`config.mk`:
```
export PLATFORM = sky130hd
export DESIGN_NAME = pciCfgGate
export DESIGN_NICKNAME = d
export VERILOG_FILES = /design/src/rtl/pcg_pkg.sv /design/src/rtl/pcg_ctrl.sv /design/src/rtl/pcg_dpath.sv /design/src/rtl/pciCfgGate.sv
export SDC_FILE = /design/constraint.sdc
export NUM_CORES = 1
export LEC_CHECK = 0
export ABC_AREA = 1
export ABC_CLOCK_PERIOD_IN_PS = 2100
export BUFFER_PORTS_ARGS = -buffer_cell sky130_fd_sc_hd__buf_2
export CORE_MARGIN = 1
export CORE_UTILIZATION = 50
export CTS_CLUSTER_SIZE = 40
export DETAILED_ROUTE_END_ITERATION = 6
export PLACE_DENSITY = 0.74
export RECOVER_POWER = 100
export SLEW_MARGIN = 0
export SYNTH_ARGS = -nofsm -noshare
export SYNTH_HDL_FRONTEND = slang
export SYNTH_SLANG_ARGS = --single-unit
```
`constraint.sdc`:
```
create_clock -name clk -period 2.1 [get_ports clk]
set_input_delay 0.42 -clock clk [delete_from_list [all_inputs] [get_ports clk]]
set_output_delay 0.42 -clock clk [all_outputs]
set_load 0.01 [all_outputs]
```
`src/rtl/pcg_pkg.sv`:
```
package pcg_pkg;

  localparam int FUNC_W = 2;   // function number and count code width

  // strobes and state that the control half hands to the datapath half
  typedef struct packed {
    logic              classWe;
    logic [FUNC_W-1:0] classFunc;
    logic              locked;
    logic              rspRetry;
    logic              rspClaim;
    logic [FUNC_W-1:0] rspFunc;
  } pcgStrobe_t;

  // number of functions exposed for a count code; code 11 behaves as 10
  function automatic logic [FUNC_W:0] codeToCount(input logic [FUNC_W-1:0] code);
    case (code)
      2'b00:   return 3'd1;
      2'b01:   return 3'd2;
      default: return 3'd3;
    endcase
  endfunction

endpackage

```
`src/rtl/pcg_ctrl.sv`:
```
module pcg_ctrl
  import pcg_pkg::*;
#(
  parameter int CTL_W     = 16,
  parameter int NUM_FUNCS = 3
) (
  input  logic              clk,
  input  logic              rstN,
  input  logic              ctlWrEn,
  input  logic [CTL_W-1:0]  ctlWrData,
  output logic [CTL_W-1:0]  ctlRdData,
  input  logic              classWrEn,
  input  logic [FUNC_W-1:0] classWrFunc,
  input  logic              tgtReq,
  input  logic [FUNC_W-1:0] tgtFunc,
  output pcgStrobe_t        strb
);

  localparam int READY_BIT = 2;
  localparam logic [FUNC_W:0] FUNC_LIMIT = (FUNC_W+1)'(NUM_FUNCS);

  logic              readyQ;
  logic [FUNC_W-1:0] cntQ;
  logic [FUNC_W:0]   enabledCnt;
  logic              funcInRange;
  logic              classFuncOk;

  always_ff @(posedge clk) begin
    if (!rstN) begin
      readyQ <= 1'b0;
      cntQ   <= '0;
    end else if (ctlWrEn) begin
      if (!readyQ) cntQ <= ctlWrData[FUNC_W-1:0];
      if (ctlWrData[READY_BIT]) readyQ <= 1'b1;
    end
  end

  // enabled count limited by how many configuration spaces exist
  always_comb begin
    enabledCnt = codeToCount(cntQ);
    if (enabledCnt > FUNC_LIMIT) enabledCnt = FUNC_LIMIT;
    funcInRange = ({1'b0, tgtFunc} < enabledCnt);
    classFuncOk = ({1'b0, classWrFunc} < FUNC_LIMIT);
  end

  always_comb begin
    strb.classWe   = classWrEn && !readyQ && classFuncOk;
    strb.classFunc = classWrFunc;
    strb.locked    = readyQ;
    strb.rspRetry  = tgtReq && !readyQ;
    strb.rspClaim  = tgtReq && readyQ && funcInRange;
    strb.rspFunc   = tgtFunc;
  end

  always_comb begin
    ctlRdData            = '0;
    ctlRdData[FUNC_W-1:0] = cntQ;
    ctlRdData[READY_BIT] = readyQ;
  end

  AST_READY_STICKY: assert property (@(posedge clk) disable iff (!rstN)
    readyQ |=> readyQ);
  AST_COUNT_FROZEN: assert property (@(posedge clk) disable iff (!rstN)
    readyQ |=> $stable(cntQ));
  AST_RSV_IGNORED: assert property (@(posedge clk) disable iff (!rstN)
    (ctlWrEn && (|ctlWrData[CTL_W-1:READY_BIT+1])) |=> (ctlRdData[CTL_W-1:READY_BIT+1] == '0));

endmodule

```
`src/rtl/pcg_dpath.sv`:
```
module pcg_dpath
  import pcg_pkg::*;
#(
  parameter int              NUM_FUNCS = 3,
  parameter int              CLASS_W   = 24,
  parameter logic [CLASS_W-1:0] DEF_CLASS = 24'h040100
) (
  input  logic               clk,
  input  logic               rstN,
  input  pcgStrobe_t         strb,
  input  logic [CLASS_W-1:0] classWrData,
  output logic               tgtRetry,
  output logic               tgtClaim,
  output logic [CLASS_W-1:0] tgtRdData
);

  logic [CLASS_W-1:0] classQ [NUM_FUNCS];
  logic [CLASS_W-1:0] rdSel;

  for (genvar g = 0; g < NUM_FUNCS; g++) begin : gClass
    always_ff @(posedge clk) begin
      if (!rstN)
        classQ[g] <= DEF_CLASS;
      else if (strb.classWe && strb.classFunc == FUNC_W'(g))
        classQ[g] <= classWrData;
    end

    AST_CLASS_FROZEN: assert property (@(posedge clk) disable iff (!rstN)
      strb.locked |=> $stable(classQ[g]));
  end

  always_comb begin
    rdSel = '0;
    for (int i = 0; i < NUM_FUNCS; i++)
      if (strb.rspFunc == FUNC_W'(i)) rdSel = classQ[i];
  end

  always_ff @(posedge clk) begin
    if (!rstN) begin
      tgtRetry  <= 1'b0;
      tgtClaim  <= 1'b0;
      tgtRdData <= '0;
    end else begin
      tgtRetry  <= strb.rspRetry;
      tgtClaim  <= strb.rspClaim;
      tgtRdData <= strb.rspClaim ? rdSel : '0;
    end
  end

  AST_ONE_RESPONSE: assert property (@(posedge clk) disable iff (!rstN)
    !(tgtRetry && tgtClaim));

endmodule

```
`src/rtl/pciCfgGate.sv`:
```
module pciCfgGate
  import pcg_pkg::*;
#(
  parameter int                 NUM_FUNCS = 3,
  parameter int                 CTL_W     = 16,
  parameter int                 CLASS_W   = 24,
  parameter logic [CLASS_W-1:0] DEF_CLASS = 24'h040100
) (
  input  logic               clk,
  input  logic               rstN,
  input  logic               ctlWrEn,
  input  logic [CTL_W-1:0]   ctlWrData,
  output logic [CTL_W-1:0]   ctlRdData,
  input  logic               classWrEn,
  input  logic [FUNC_W-1:0]  classWrFunc,
  input  logic [CLASS_W-1:0] classWrData,
  input  logic               tgtReq,
  input  logic [FUNC_W-1:0]  tgtFunc,
  output logic               tgtRetry,
  output logic               tgtClaim,
  output logic [CLASS_W-1:0] tgtRdData
);

  pcgStrobe_t strb;

  pcg_ctrl #(.CTL_W(CTL_W), .NUM_FUNCS(NUM_FUNCS)) u_ctrl (
    .clk(clk), .rstN(rstN),
    .ctlWrEn(ctlWrEn), .ctlWrData(ctlWrData), .ctlRdData(ctlRdData),
    .classWrEn(classWrEn), .classWrFunc(classWrFunc),
    .tgtReq(tgtReq), .tgtFunc(tgtFunc),
    .strb(strb)
  );

  pcg_dpath #(.NUM_FUNCS(NUM_FUNCS), .CLASS_W(CLASS_W), .DEF_CLASS(DEF_CLASS)) u_dpath (
    .clk(clk), .rstN(rstN),
    .strb(strb), .classWrData(classWrData),
    .tgtRetry(tgtRetry), .tgtClaim(tgtClaim), .tgtRdData(tgtRdData)
  );

  AST_RETRY_UNREADY: assert property (@(posedge clk) disable iff (!rstN)
    (tgtReq && !ctlRdData[2]) |=> (tgtRetry && !tgtClaim));
  AST_SINGLE_FUNC: assert property (@(posedge clk) disable iff (!rstN)
    (tgtReq && ctlRdData[2] && ctlRdData[1:0] == 2'b00 && tgtFunc != 2'd0) |=> !tgtClaim);
  AST_IDLE_QUIET: assert property (@(posedge clk) disable iff (!rstN)
    !tgtReq |=> (!tgtRetry && !tgtClaim));
  AST_DATA_ONLY_CLAIM: assert property (@(posedge clk) disable iff (!rstN)
    !tgtClaim |-> (tgtRdData == '0));

endmodule

```
---- Yosys cells after proc, flatten, opt, wreduce, memory -nomap -nowiden ----
Memories as Yosys holds them, arrays and structs flattened.
Cells that the tools add are included.
cells by class
  bitwise gates (word level) .............. 4
  reduce and logical (&&, ||, !) cells .... 15
  order comparisons ....................... 3
  equality and inequality tests ........... 5
  mux-type cells .......................... 18
operator list
  operator              count
  $mux W24              6
  $mux W1               10
  $logic_and A1 B1 Y1   8
  $eq A2 B1 Y1 const B  3
  $logic_not A2 Y1      3
  $reduce_and A2 Y1     3
  $eq A2 B2 Y1 const B  2
  $pmux W2 S2           1
  $or A1 B1 Y1          3
  $gt A2 B2 Y1 const B  1
  $lt A2 B2 Y1          1
  $lt A2 B2 Y1 const B  1
  $mux W2               1
  $logic_not A1 Y1      1
  $not A1 Y1            1
word-level totals
  bits in writable memories ............... 72
  register bits ........................... 29
  logic and storage cells ................. 51
  memories kept ........................... 1
memories
  name            depth  width  read ports  clocked after Yosys merged registers in  wr ports  RTL line         source
  u_dpath.classQ  3      24     3           0                                        3         pcg_dpath.sv:17  logic [CLASS_W-1:0] classQ [NUM_FUNCS];

---- Logic depth before layout (Yosys ltp) ----
  word-level depth ........................ 8
  mapped depth ............................ 8

---- By module ----
Synthesis repeated with hierarchy kept, for this count alone.
second synthesis, totals
  cell total of the unflattened synthesis .. 429
  area total of the unflattened synthesis .. 4244.1 µm²
modules (own cells, without submodules)
  module     sequential area each (µm²)  area each (µm²)  cells each  instances
  pcg_dpath  2682.6                      3915.0           380         1
  pcg_ctrl   60.1                        329.1            49          1

---- Worst setup path before layout ----
OpenSTA, ideal clock, no wires.
  path type ............................... input-to-reg
  start point ............................. input port classWrEn
  end point ............................... memory u_dpath.classQ[0][0], enable pin
  stages on the path ...................... 4
  library setup time ...................... 381 ps
  setup slack ............................. 421 ps
  arrival ................................. 1298 ps
  cell sequence ........................... inv_1 nor2_4 nand3_1 nand2_1
RTL lines
  what         RTL line          source
  from (decl)  pciCfgGate.sv:14  input logic classWrEn,
  to (decl)    pcg_dpath.sv:17

==> impl_metrics.toml <==
[cells_and_area]
fin_nets = 556
drive_above_1_share_pct = 13.31
final_common_cell = "nor2_1"
area_delta_synth_final_pct = 10.30
fin_util_pct = 57.79
nFillCells = 696
multi_input_area_um2 = 1142
final_cell_mix = "nor2_1 (141), edfxtp_1 (72), inv_1 (58), nand3_1 (46), nand2_1 (46)"
diodes = 0
regArea_um2 = 2743
final_cell_count_no_fill = 616

[setup_path]
worstPathArrival_ns = 1.73
reg2reg_to = "u_dpath.classQ[1][16]$_SDFFCE_PN0P_"
path_cells = "nor2_4 -> nand3_1 -> nand2_1 -> clkbuf_2"
r2r_slack_ns = 0.37
worstSetupEndpointType = "flip-flop"
r2r_cells = 4
crit_type = "flip-flop to flip-flop"
critPathLaunchType = "flip-flop"
cp_slowest_stage_delay_ns = 0.53
crit_end = "u_dpath.classQ[1][16]$_SDFFCE_PN0P_"
cp-startpoint = "u_ctrl.readyQ$_SDFFE_PN0P_"
path_max_fanout = 24
reg2reg_from = "u_ctrl.readyQ$_SDFFE_PN0P_"
crit_path_top_delay_cell = "clkbuf_2"
required_ns = 2.10

[grt]
grt_start_max_net_pins = 26
antenna_found_initial = 0
overflow = 0
grt_pass1_vias = 2918
grt_pass1_wl_um = 13430
groute.usage.overall_pct = 20.44

[floorplanning]
die_area_um2 = 9073
die_w_um = 95.25
core_area_um2 = 8299
die_h_um = 95.25
io_pins = 91
start_util_pct = 52.39
rows = 33

[clock_tree]
post_cts_resized = 0
htree_levels = 3
clock-root-buffer = "clkbuf_8"
cts_buffer_depth = 2
cts_num_sinks = 101
postCtsHoldBufs = 0
clk_pin_slew_ns = 0.09
clk_latency_ns = 0.36
cts_tree = "done"
cts_buffers = 9
post-cts-setup-buffers = 0

[routing]
drc = 0
dr.pass1.iters = 4
drt-vias-per-instance = 4.872
post_drt_wl_per_cell_um = 13.58
postRouteAntennaNets = 0
routed_wl_um = 8366
vias = 3001
dr.first_iter.drc_count = 261

[sta]
drv_slew = 0
final.setup.tns_ns = 0
clock_skew_ns = 0.009127
period_minus_slack_ns = 1.731
hold_viol = 0
worst_slew_margin_rel_pct = 55.43
fmax_mhz = 577.8
worst_pin_slew_ns = 0.6685
fin_crit_sh_pct = 82.41
rsz0062_at_grt = "false"
setup_violations = 0

[synth]
avgSynthCellArea_um2 = 9.793
synth_seq_area_share_pct = 63.08
synthCells = 444
synth_top_cell_by_area = "edfxtp_1"
synth-seq-cells = 101
yosys.area.top_type_share_pct = 49.73
yosys-top-cells-area = "edfxtp_1 (50%), dfxtp_1 (13%), nor2_1 (12%)"
yosysWarnings = 0
syn_area_um2 = 4348
synth_cell_types = 20

[pwr]
p_leak_nw = 2.148
irDropWorstVdd_uv = 392.8
power_mw = 3.778
powerDensity_nw_per_um2 = 787.7

[run_status]
outcome = "finished clean"

[flow_run]
drv_cap = 0

[placement]
gp_congestion = 0.7383
hpwl_um = 5342
portBuffers = 64
post-place-cells = 600

[worst_hold_path]
hold_path_class = "input pin to flip-flop"
==> sequential cells by signal, indices dropped and copies added (netlist names) <==
register,count
u_dpath.classQ,72
u_dpath.tgtRdData,24
u_ctrl.cntQ,2
u_ctrl.readyQ,1
u_dpath.tgtClaim,1
u_dpath.tgtRetry,1
==> how the worst min path moves through the flow <==
stage / from / endpoint / cells after the start
floorplan: u_ctrl.readyQ$_SDFFE_PN0P_ / u_dpath.tgtRetry$_SDFF_PN0_ / 1
finish: ctlWrData[0] / u_ctrl.cntQ[0]$_SDFFE_PN0P_ / 3
detailed placement: u_ctrl.cntQ[1]$_SDFFE_PN0P_ / u_ctrl.cntQ[1]$_SDFFE_PN0P_ / 2
CTS: ctlWrData[0] / u_ctrl.cntQ[0]$_SDFFE_PN0P_ / 3
global placement: u_ctrl.cntQ[1]$_SDFFE_PN0P_ / u_ctrl.cntQ[1]$_SDFFE_PN0P_ / 2
global route: tgtReq / u_dpath.tgtRetry$_SDFF_PN0_ / 3
==> routing by layer <==
metal | routed length, um | GRT usage, %
met4 | 193 | 12.25
met1 | 3234 | 23.37
met3 | 604 | 4.545
met5 | 0 | 0
met2 | 4334 | 34.88
==> through the flow <==
stage	hold slack (ns)	worst slack (ns)	instance area [um2]
after global routing	0.3027	0.2867	4796
after detailed placement	0.4917	0.4262	4652
after global placement	0.4723	0.4859	4652
after CTS	0.2959	0.6055	4852
final	0.3092	0.3693	4796
after floorplan	0.4677	0.4212	4393
==> critical path: cells and delay by family (launching register included) <==
kind                   cells  cell delay, ns
AND/OR/NAND/NOR            3            0.44
buffers and inverters      1            0.53
flip-flops                 1            0.39
==> layout make-up <==
type                            count  share of cell area (%)
Sequential cell                   101                   57.19
Multi-Input combinational cell    261                   23.82
Timing Repair Buffer               73                   7.331
Inverter                           60                   4.748
Clock buffer                       10                   2.870
Tap cell                          105                   2.739
Clock inverter                      6                   1.304
==> synthesized netlist by cell type <==
cell and instances:
nor2_4 2, nand2_4 3, nor2_2 2, nor2_1 140
ha_1 1, conb_1 1, nand2_1 46, a21oi_1 2
nand4_4 3, nand3_1 46, inv_4 1, buf_2 8
a21boi_0 1, buf_6 10, edfxtp_1 72, buf_4 16
inv_1 58, dfxtp_1 29, inv_2 1, o21ai_0 2
==> cell families (layout without fill, tap and decap cells) <==
logic type	count (synthesis)	in the layout	share of synthesized area, %
simple gates	242	242	24.40
compound gates	5	5	0.6332
buf+inv	94	149	11.51
other cells	1	13	0.08625
flops	101	101	63.08
fa+ha+maj	1	1	0.2877
==> power breakdown <==
group	internal (mW)	leakage (nW)	switching [mW]
registers	2.21	0.966	0.0248
clock network	0.579	0.0959	0.652
logic	0.0906	1.09	0.217
Power figures use the tool's default switching activity.
